**config.mk**
```make
export PLATFORM = sky130hd
export DESIGN_NAME = pcal_phase_align
export DESIGN_NICKNAME = d
export VERILOG_FILES = /design/src/rtl/pcal_pkg.sv /design/src/rtl/pcal_meter.sv /design/src/rtl/pcal_lane.sv /design/src/rtl/pcal_seq.sv /design/src/rtl/pcal_phase_align.sv
export SDC_FILE = /design/constraint.sdc
export NUM_CORES = 1
export LEC_CHECK = 0
export BUFFER_PORTS_ARGS = -buffer_cell sky130_fd_sc_hd__buf_4
export CORE_MARGIN = 2
export CORE_UTILIZATION = 54
export CTS_BUF_LIST = sky130_fd_sc_hd__clkbuf_8
export CTS_CLUSTER_SIZE = 16
export DETAILED_ROUTE_END_ITERATION = 8
export PLACE_DENSITY = 0.74
export SYNTH_ARGS = -nofsm -noshare
export SYNTH_HDL_FRONTEND = slang
export SYNTH_SLANG_ARGS = --single-unit
```
**constraint.sdc**
```tcl
create_clock -name clk -period 3 [get_ports clk]
set_input_delay 0.45 -clock clk [delete_from_list [all_inputs] [get_ports clk]]
set_output_delay 0.45 -clock clk [all_outputs]
set_load 0.02 [all_outputs]
```
**src/rtl/pcal_pkg.sv**
```systemverilog
// Shared types for the phase alignment calibrator.
package pcal_pkg;
    // Width of each detector count (ones / zeros halves of a result word).
    localparam int CNT_W = 16;

    // Direction a lane has committed to.
    typedef enum logic [1:0] {
        DIR_INIT = 2'd0,
        DIR_LAG  = 2'd1,   // reference lags: delay the feedback path
        DIR_LEAD = 2'd2    // reference leads: delay the reference path
    } lane_dir_e;

    // Iteration sequencer states.
    typedef enum logic [2:0] {
        SQ_IDLE   = 3'd0,
        SQ_SETTLE = 3'd1,
        SQ_MEAS   = 3'd2,
        SQ_EVAL   = 3'd3,
        SQ_CHECK  = 3'd4
    } seq_state_e;
endpackage

```
**src/rtl/pcal_meter.sv**
```systemverilog
// Sampling jitter meter for one lane.
// Counts ones and zeros of the detector sample over the first WINDOW
// enabled cycles after a clear. Holds the counts until the next clear.
// Assumes WINDOW fits in CNT_W bits.
module pcal_meter #(
    parameter int WINDOW = 1024
) (
    input  logic                       clk,
    input  logic                       rst_n,
    input  logic                       clr,
    input  logic                       en,
    input  logic                       sample,
    output logic [pcal_pkg::CNT_W-1:0] ones,
    output logic [pcal_pkg::CNT_W-1:0] zeros
);
    localparam int TW = $clog2(WINDOW + 1);

    logic [TW-1:0] taken;

    // Clear on request, otherwise accumulate until the window is full.
    always_ff @(posedge clk) begin
        if (!rst_n || clr) begin
            taken <= '0;
            ones  <= '0;
            zeros <= '0;
        end else if (en && (taken < TW'(WINDOW))) begin
            taken <= taken + 1'b1;
            if (sample) ones  <= ones + 1'b1;
            else        zeros <= zeros + 1'b1;
        end
    end
endmodule

```
**src/rtl/pcal_lane.sv**
```systemverilog
// Calibration state of one PLL.
// Holds the direction, the delay code (one bit wider than the delay field,
// so that reaching 2**DW is visible) and the done flag.
// Steps once per eval pulse while not done. Differences are signed, so a
// negative difference never exceeds the threshold.
module pcal_lane #(
    parameter int DW     = 5,
    parameter int THRESH = 16
) (
    input  logic                       clk,
    input  logic                       rst_n,
    input  logic                       restart,
    input  logic                       eval,
    input  logic [pcal_pkg::CNT_W-1:0] ones,
    input  logic [pcal_pkg::CNT_W-1:0] zeros,
    output logic                       done,
    output logic                       ovf,
    output logic [DW-1:0]              ref_dly,
    output logic [DW-1:0]              fb_dly
);
    import pcal_pkg::*;

    localparam int SW = CNT_W + 1;
    localparam logic signed [SW-1:0] TH = SW'(THRESH);

    lane_dir_e         dir;
    logic [DW:0]       code;
    logic signed [SW-1:0] lag_diff;
    logic signed [SW-1:0] lead_diff;

    // Signed count differences for both directions.
    always_comb begin
        lag_diff  = signed'({1'b0, ones})  - signed'({1'b0, zeros});
        lead_diff = signed'({1'b0, zeros}) - signed'({1'b0, ones});
    end

    // Direction decision and delay stepping.
    always_ff @(posedge clk) begin
        if (!rst_n || restart) begin
            dir  <= DIR_INIT;
            code <= '0;
            done <= 1'b0;
        end else if (eval && !done) begin
            unique case (dir)
                DIR_INIT: begin
                    if (lag_diff > TH) begin
                        dir  <= DIR_LAG;
                        code <= code + 1'b1;
                    end else if (lead_diff > TH) begin
                        dir  <= DIR_LEAD;
                        code <= code + 1'b1;
                    end else begin
                        done <= 1'b1;
                    end
                end
                DIR_LAG: begin
                    if (lag_diff <= TH) done <= 1'b1;
                    else                code <= code + 1'b1;
                end
                DIR_LEAD: begin
                    if (lead_diff <= TH) done <= 1'b1;
                    else                 code <= code + 1'b1;
                end
                default: dir <= DIR_INIT;
            endcase
        end
    end

    // Route the code to the path selected by the direction.
    always_comb begin
        ovf     = code[DW];
        ref_dly = (dir == DIR_LEAD) ? code[DW-1:0] : '0;
        fb_dly  = (dir == DIR_LAG)  ? code[DW-1:0] : '0;
    end
endmodule

```
**src/rtl/pcal_seq.sv**
```systemverilog
// Iteration sequencer shared by all lanes.
// Loop: settle (meters cleared, off) -> measure -> evaluate -> check.
// Check ends the run on all-done (success) or on any overflow (fail).
// Assumes MEAS_CYC >= WINDOW of the meters and SETTLE_CYC >= 1.
module pcal_seq #(
    parameter int SETTLE_CYC = 2000,
    parameter int MEAS_CYC   = 1100
) (
    input  logic clk,
    input  logic rst_n,
    input  logic start,
    input  logic all_done,
    input  logic any_ovf,
    output logic busy,
    output logic meter_en,
    output logic meter_clr,
    output logic eval,
    output logic fail
);
    import pcal_pkg::*;

    localparam int MAXC = (SETTLE_CYC > MEAS_CYC) ? SETTLE_CYC : MEAS_CYC;
    localparam int CW   = $clog2(MAXC + 1);

    seq_state_e    state;
    logic [CW-1:0] cnt;

    // State and interval counter.
    always_ff @(posedge clk) begin
        if (!rst_n) begin
            state <= SQ_IDLE;
            cnt   <= '0;
            fail  <= 1'b0;
        end else if (start) begin
            state <= SQ_SETTLE;
            cnt   <= '0;
            fail  <= 1'b0;
        end else begin
            unique case (state)
                SQ_IDLE: cnt <= '0;
                SQ_SETTLE: begin
                    if (cnt == CW'(SETTLE_CYC - 1)) begin
                        state <= SQ_MEAS;
                        cnt   <= '0;
                    end else begin
                        cnt <= cnt + 1'b1;
                    end
                end
                SQ_MEAS: begin
                    if (cnt == CW'(MEAS_CYC - 1)) begin
                        state <= SQ_EVAL;
                        cnt   <= '0;
                    end else begin
                        cnt <= cnt + 1'b1;
                    end
                end
                SQ_EVAL: state <= SQ_CHECK;
                SQ_CHECK: begin
                    if (all_done) begin
                        state <= SQ_IDLE;
                    end else if (any_ovf) begin
                        state <= SQ_IDLE;
                        fail  <= 1'b1;
                    end else begin
                        state <= SQ_SETTLE;
                    end
                end
                default: state <= SQ_IDLE;
            endcase
        end
    end

    // Decoded controls.
    always_comb begin
        busy      = (state != SQ_IDLE);
        meter_en  = (state == SQ_MEAS);
        meter_clr = (state == SQ_SETTLE);
        eval      = (state == SQ_EVAL);
    end
endmodule

```
**src/rtl/pcal_phase_align.sv**
```systemverilog
// PLL phase alignment calibrator, top level.
// One meter and one lane per PLL, all stepped by a shared sequencer.
// Assumes det_sample is synchronous to clk and MEAS_CYC >= WINDOW.
module pcal_phase_align #(
    parameter int LANES      = 3,
    parameter int DW         = 5,
    parameter int WINDOW     = 1024,
    parameter int THRESH     = 16,
    parameter int SETTLE_CYC = 2000,
    parameter int MEAS_CYC   = 1100
) (
    input  logic                  clk,
    input  logic                  rst_n,
    input  logic                  cal_start,
    input  logic [LANES-1:0]      det_sample,
    output logic                  meter_en,
    output logic [LANES*DW-1:0]   ref_dly,
    output logic [LANES*DW-1:0]   fb_dly,
    output logic [LANES-1:0]      lane_done,
    output logic                  busy,
    output logic                  fail
);
    import pcal_pkg::*;

    logic             meter_clr;
    logic             eval;
    logic [LANES-1:0] ovf;

    pcal_seq #(
        .SETTLE_CYC(SETTLE_CYC),
        .MEAS_CYC  (MEAS_CYC)
    ) seq_i (
        .clk      (clk),
        .rst_n    (rst_n),
        .start    (cal_start),
        .all_done (&lane_done),
        .any_ovf  (|ovf),
        .busy     (busy),
        .meter_en (meter_en),
        .meter_clr(meter_clr),
        .eval     (eval),
        .fail     (fail)
    );

    for (genvar l = 0; l < LANES; l++) begin : g_lane
        logic [CNT_W-1:0] ones;
        logic [CNT_W-1:0] zeros;

        pcal_meter #(.WINDOW(WINDOW)) meter_i (
            .clk   (clk),
            .rst_n (rst_n),
            .clr   (meter_clr),
            .en    (meter_en),
            .sample(det_sample[l]),
            .ones  (ones),
            .zeros (zeros)
        );

        pcal_lane #(.DW(DW), .THRESH(THRESH)) lane_i (
            .clk    (clk),
            .rst_n  (rst_n),
            .restart(cal_start),
            .eval   (eval),
            .ones   (ones),
            .zeros  (zeros),
            .done   (lane_done[l]),
            .ovf    (ovf[l]),
            .ref_dly(ref_dly[l*DW +: DW]),
            .fb_dly (fb_dly[l*DW +: DW])
        );
    end
endmodule

```
**Word-level counts from Yosys, hierarchy flattened**

Index checks and enable logic that the tools add are counted.

- Bits in registers: 171
- Latch bits: 0
- Memory bits (writable): 0
- Memory bits (read-only): 0
- Word-level logic and storage cells: 202
- Memories kept: 0

- Add/sub/neg operators: 19
- Multipliers: 0
- Div/mod/pow operators: 0
- $lt $le $gt $ge: 15
- Eq/ne operators: 38
- Shift-type cells: 0
- Mux-type cells: 54
- Bitwise gates (word level): 9
- Reduce and logical (&&, ||, !) cells: 45

Operators with widths:

| operator | count |
|---|---|
| > comparator 17 x 6 -> 1 bit (second input constant) | 6 |
| <= comparator 17 x 6 -> 1 bit (second input constant) | 6 |
| subtractor 16 x 16 -> 17 bit | 6 |
| adder 16 x 1 -> 16 bit (second input constant) | 6 |
| 2-to-1 mux 6 bit | 12 |
| case mux 6 bit (3 select lines) | 3 |
| adder 11 x 1 -> 11 bit (second input constant) | 4 |
| < comparator 11 bit (second input constant) | 3 |
| case mux 11 bit (3 select lines) | 1 |
| 2-to-1 mux 5 bit | 6 |
| != test 2 bit (second input constant) | 15 |
| == test 11 bit (second input constant) | 2 |
| 2-to-1 mux 11 bit | 2 |
| AND reduction 3 bit | 7 |
| adder 6 x 1 -> 6 bit (second input constant) | 3 |
| AND reduction 6 bit | 3 |
| case mux 3 bit (5 select lines) | 1 |
| AND reduction 5 bit | 3 |
| nonzero test 3 bit | 5 |
| 2-to-1 mux 1 bit | 14 |
| 2-to-1 mux 2 bit | 6 |
| != test 2 x 1 -> 1 bit (second input constant) | 6 |
| case mux 2 bit (2 select lines) | 3 |
| AND reduction 2 bit | 6 |
| other kinds (17) | 51 |

**Logic depth before layout (Yosys ltp)**

- Depth after elaboration: 5
- Mapped depth: 14

**Cells and area by module**

From an unflattened synthesis, not the netlist that was laid out.

- Cell total of the unflattened synthesis: 1731
- Area total of the unflattened synthesis: 13563.0 um^2

By module, submodules not included:

| module | times used | cells each | area each (um^2) |
|---|---|---|---|
| pcal_meter | 3 | 221 | 1938.1 |
| pcal_lane (g_lane[0].lane_i ...) | 2 | 316 | 2254.7 |
| pcal_lane (g_lane[1].lane_i) | 1 | 331 | 2398.6 |
| pcal_seq | 1 | 103 | 828.3 |
| pcal_phase_align | 1 | 2 | 12.5 |

**Least setup slack after synthesis**

No wires, ideal clock.

- Kind: register to register
- From: reg g_lane[0].meter_i.zeros[1] in the netlist's numbering
- To: reg g_lane[0].lane_i.code[5]
- Arrival time: 3.057 ns
- Required time: 2.929 ns
- Setup slack: -0.128 ns
- Cell stages (with the launch flop): 14
- Path buffers: 1
- Period minus slack after synthesis: 3.128 ns
- Cell sequence: dfxtp_1 > inv_1 > ha_1 > nor2b_4 > o21ba_2 > o21a_1 > o31a_1 > o21a_1 > o2111ai_1 > a2111oi_0 > o32a_1 > buf_2 > or4_1 > a21oi_1

- Cells in the longest elaborated chain, start to end: 4
- Elaborated cells on any way between the ends: 12
- Classes of those cells: add/sub (2); order compare (4); eq/ne (3); mux (2); reduce/logical (1)

RTL lines:

| item | line | RTL |
|---|---|---|
| start, declared | pcal_meter.sv:14 | `output logic [pcal_pkg::CNT_W-1:0] zeros` |
| start signal, assigned | pcal_meter.sv:29 | `else zeros <= zeros + 1'b1;` |
| subtractor 16 x 16 -> 17 bit (on tied branches) | pcal_lane.sv:34, pcal_lane.sv:33 |  |
| > comparator 17 x 6 -> 1 bit (tied with other cells) | pcal_lane.sv:49 | `end else if (lead_diff > TH) begin` |
| != test 3 x 1 -> 1 bit (no line) (tied with other cells) | -- |  |
| AND reduction 5 bit (no line) / case mux 6 bit (3 select lines) (equally long branches) | -- |  |
| end signal, assigned | pcal_lane.sv:48 | `code <= code + 1'b1;` |
| end signal, assigned | pcal_lane.sv:51 | `code <= code + 1'b1;` |
| end signal, assigned | pcal_lane.sv:58 | `else code <= code + 1'b1;` |
| end, declared | pcal_lane.sv:27 | `logic [DW:0] code;` |

Several ways; a longest one is shown, not always the timed one.
A chain may end at the register's enable or synchronous reset.

**Worst setup path after layout**

- From: reg g_lane[2].meter_i.zeros[1] in the netlist's numbering
- To: reg g_lane[2].lane_i.code[5]

- Cells in the longest elaborated chain, start to end: 4
- Elaborated cells on any way between the ends: 12
- Classes of those cells: add/sub (2); order compare (4); eq/ne (3); mux (2); reduce/logical (1)

RTL lines:

| item | line |
|---|---|
| start, declared | pcal_meter.sv:14 |
| start signal, assigned | pcal_meter.sv:29 |
| subtractor 16 x 16 -> 17 bit (on tied branches) | pcal_lane.sv:34, pcal_lane.sv:33 |
| > comparator 17 x 6 -> 1 bit (tied with other cells) | pcal_lane.sv:49 |
| != test 3 x 1 -> 1 bit (no line) (tied with other cells) | -- |
| AND reduction 5 bit (no line) / case mux 6 bit (3 select lines) (equally long branches) | -- |
| end signal, assigned | pcal_lane.sv:48 |
| end signal, assigned | pcal_lane.sv:51 |
| end signal, assigned | pcal_lane.sv:58 |
| end, declared | pcal_lane.sv:27 |

Several ways; a longest one is shown, not always the timed one.

==> flow_metrics.env <==
export IMPL_status="finished with violations"
export IMPL_failed_checks="setup timing"
export IMPL_crit_path_end_kind="flop"
export IMPL_antenna_found_initial=0
export IMPL_place_hpwl_um=24930
export IMPL_nFillCells=1652
export IMPL_fp_row_count=55
export IMPL_async_flop_share=0
export IMPL_start_util=0.5547
export IMPL_top_layer="met4"
export IMPL_fin_crit_ns=3.135
export IMPL_die_area_sq_mm=0.02464
export IMPL_timing_setup_tns_ns=-1.002
export IMPL_ys_types=88
export IMPL_fin_skew_ns=0.02484
export IMPL_max_freq_mhz=319.0
export IMPL_holdCritPathClass="input pin to flop"
export IMPL_grt_pass1_wl_um=56710
export IMPL_fin_nets=2015
export IMPL_drc_errors=0
export IMPL_synthFlopType="dfxtp_1"
export IMPL_numCtsBuffers=17
export IMPL_wl_met1_um=15350
export IMPL_syn_area_sq_mm=0.01264
export IMPL_fin_ws_ns=-0.1350
export IMPL_grt_pass1_vias=12280
export IMPL_syn_inst=1623
export IMPL_avgRoutedWirePerCell_um=15.68
export IMPL_route_met3_wl_um=1372
export IMPL_synth_area_top_cells="dfxtp_1, ha_1, xnor2_1, nor2_1, a21oi_1"
export IMPL_cap_violations=0
export IMPL_ir_drop_v=0.0002468
export IMPL_tritoncts="done"
export IMPL_final_cell_count_no_fill=2214
export IMPL_critPathMaxFanout=6
export IMPL_num_io_pins=42
export IMPL_vias=12600
export IMPL_synth_top_area_cell="dfxtp_1"
export IMPL_synth_edf_count=0
export IMPL_worst_skew_pair_late_latency_ns=0.49
export IMPL_finalHoldViolations=0
export IMPL_crit_required_ns=3.41
export IMPL_grt_max_degree=70
export IMPL_gp_congestion=0.9575
export IMPL_portBuffers=41
export IMPL_multi_input_area_sq_mm=0.009417
export IMPL_drtAntennaViolNets=0
export IMPL_diodes=0
export IMPL_p_leak_nw=6.667
export IMPL_drive_above_1_share=0.2820
export IMPL_wl_um=34710
export IMPL_cts_htree_levels=4
export IMPL_dr_pass1_iters=6
export IMPL_crit_type="flop to flop"
export IMPL_syn_area_per_cell_sq_um=7.786
export IMPL_clockRootBuffer="clkbuf_8"
export IMPL_synth_seq_area_share=0.2709
export IMPL_synth_fp_nets=1750
export IMPL_cts_sinks=171
export IMPL_clk_path_buf_depth=2
export IMPL_dpl_cell_count=2157
export IMPL_drt_iter0_markers=932
export IMPL_core_area_sq_mm=0.02278
export IMPL_maxSlewViolCount=0
export IMPL_seqCellArea_sq_mm=0.003465
export IMPL_final_common_cell="buf_4"
export IMPL_mostFrequentLayoutCells="buf_4, nor2_1, dfxtp_1"
export IMPL_rsz0062_at_grt="yes"
export IMPL_fp_dieH_um=157.0
export IMPL_synth_top_area_frac=0.2709
export IMPL_maxSlewHeadroom=0.4626
export IMPL_clk_pin_slew_ns=0.11
export IMPL_period_share=1.045
export IMPL_yosysWarnings=0
export IMPL_grt_usage=0.2769
export IMPL_synth_seq_cells=171
export IMPL_cellPowerDensity_mw_per_mm2=261.0
export IMPL_area_growth_pct=31.21
export IMPL_vias_per_cell=5.693
export IMPL_grt_ovfl_total=0
export IMPL_wl_met2_um=16940
export IMPL_setup_viol=17
export IMPL_fp_dieW_um=157.0
export IMPL_cp_arrival_ns=3.55
export IMPL_tightest_slew_ns=0.8062
export IMPL_worstSetupStartpointType="flop"
final timing paths:
kind | slack, ns | endpoint | start | depth (start not counted)
setup / recovery | -0.13 | g_lane[2].lane_i.code[5] | g_lane[2].meter_i.zeros[1] | 13
hold / removal | 0.20 | seq_i.state[0] | cal_start | 2
setup reg to reg | -0.13 | g_lane[2].lane_i.code[5] | g_lane[2].meter_i.zeros[1] | 13
hold reg to reg | 0.48 | seq_i.fail | seq_i.fail | 2
metrics by stage:
stage                     hold WS (ns)  area [sq um]  power, W  setup WS (ns)  utilization
after floorplan                 0.4347         12820  0.002518      -0.002543            -
after global placement          0.4429         15080  0.002609        -0.1406       0.6622
after detailed placement        0.4619         15080  0.002615        -0.2677       0.6622
after CTS                       0.1891         16040  0.004326        -0.1123       0.7044
after global routing            0.2065         16580  0.004467        -0.3145       0.7279
final                           0.2035         16580  0.004328        -0.1350       0.7279
timing repair:
item                                    in CTS  in global routing
cloned                                       1                  0
resized for setup                           98                111
setup buffers                               10                 16
endpoints found under the setup margin      26                 27
hold buffers                                 0                  0
pin swaps                                   61                 72
cells in the mapped netlist (8+ instances only):
cell        n
o211ai_1   10
xnor2_1   107
mux2i_1    17
or3_1      28
nor2b_1    14
a211oi_1   14
o21a_1     21
nand2b_1   21
nor4_1     11
buf_2      11
nor2_1    197
nand2_1   114
xor2_1     36
and3_1     21
nand4_1    29
clkbuf_1   43
a31oi_1    15
dfxtp_1   171
o31ai_1     8
and4_1      9
ha_1      121
a21o_1     17
nor3_1     45
and2_1     35
a21oi_1   105
o21ai_0    63
inv_1     133
nand3_1    55
cell type report:
type,instances,share of cell area
tap,313,0.02362
inverter,133,0.03011
timing repair buffer,307,0.1446
sequential,171,0.2090
clock inverter,15,0.01064
multi-input combinational,1258,0.5680
clock buffer,17,0.01411
sequential cells by signal (all words and copies together) (netlist names):
signal                cells
g_lane.meter_i.ones      48
seq_i.cnt                11
g_lane.meter_i.zeros     48
g_lane.lane_i.dir         6
g_lane.lane_i.done        3
g_lane.lane_i.code       18
seq_i.fail                1
g_lane.meter_i.taken     33
seq_i.state               3
critical path, cell delays in order, from the launching register on:
cell      delay [ns]
dfxtp_2         0.35
inv_2           0.04
ha_4            0.26
and2b_2         0.19
o211ai_2        0.14
a21boi_2        0.29
a311oi_1        0.10
or4bb_1         0.53
nor4_2          0.20
buf_4           0.19
nand4_1         0.16
a22o_4          0.30
nand4_1         0.11
mux2i_1         0.21
routing by layer:
metal / vias up / GRT usage
met4: 0 / 0.1162
met2: 346 / 0.4760
met3: 83 / 0.03442
met5: - / 0
met1: 5976 / 0.3503
li1: 6199 / -
where the power goes:
group	internal, W	switching (W)
combinational	0.000148	0.000203
clock	0.000636	0.00106
sequential	0.00227	0.00000542
total	0.00306	0.00127
cells by family (layout without fill, tap and decap cells):
kind of cell / count (synthesis) / after routing / share of synthesized area
simple gates: 610 / 610 / 0.2376
flops: 171 / 171 / 0.2709
fa+ha+maj: 122 / 122 / 0.1206
compound gates: 362 / 362 / 0.1950
xor+xnor: 143 / 143 / 0.09912
buf+inv: 194 / 472 / 0.05971
mux: 21 / 21 / 0.01703
Note: power is estimated with default switching activity, not from simulation.
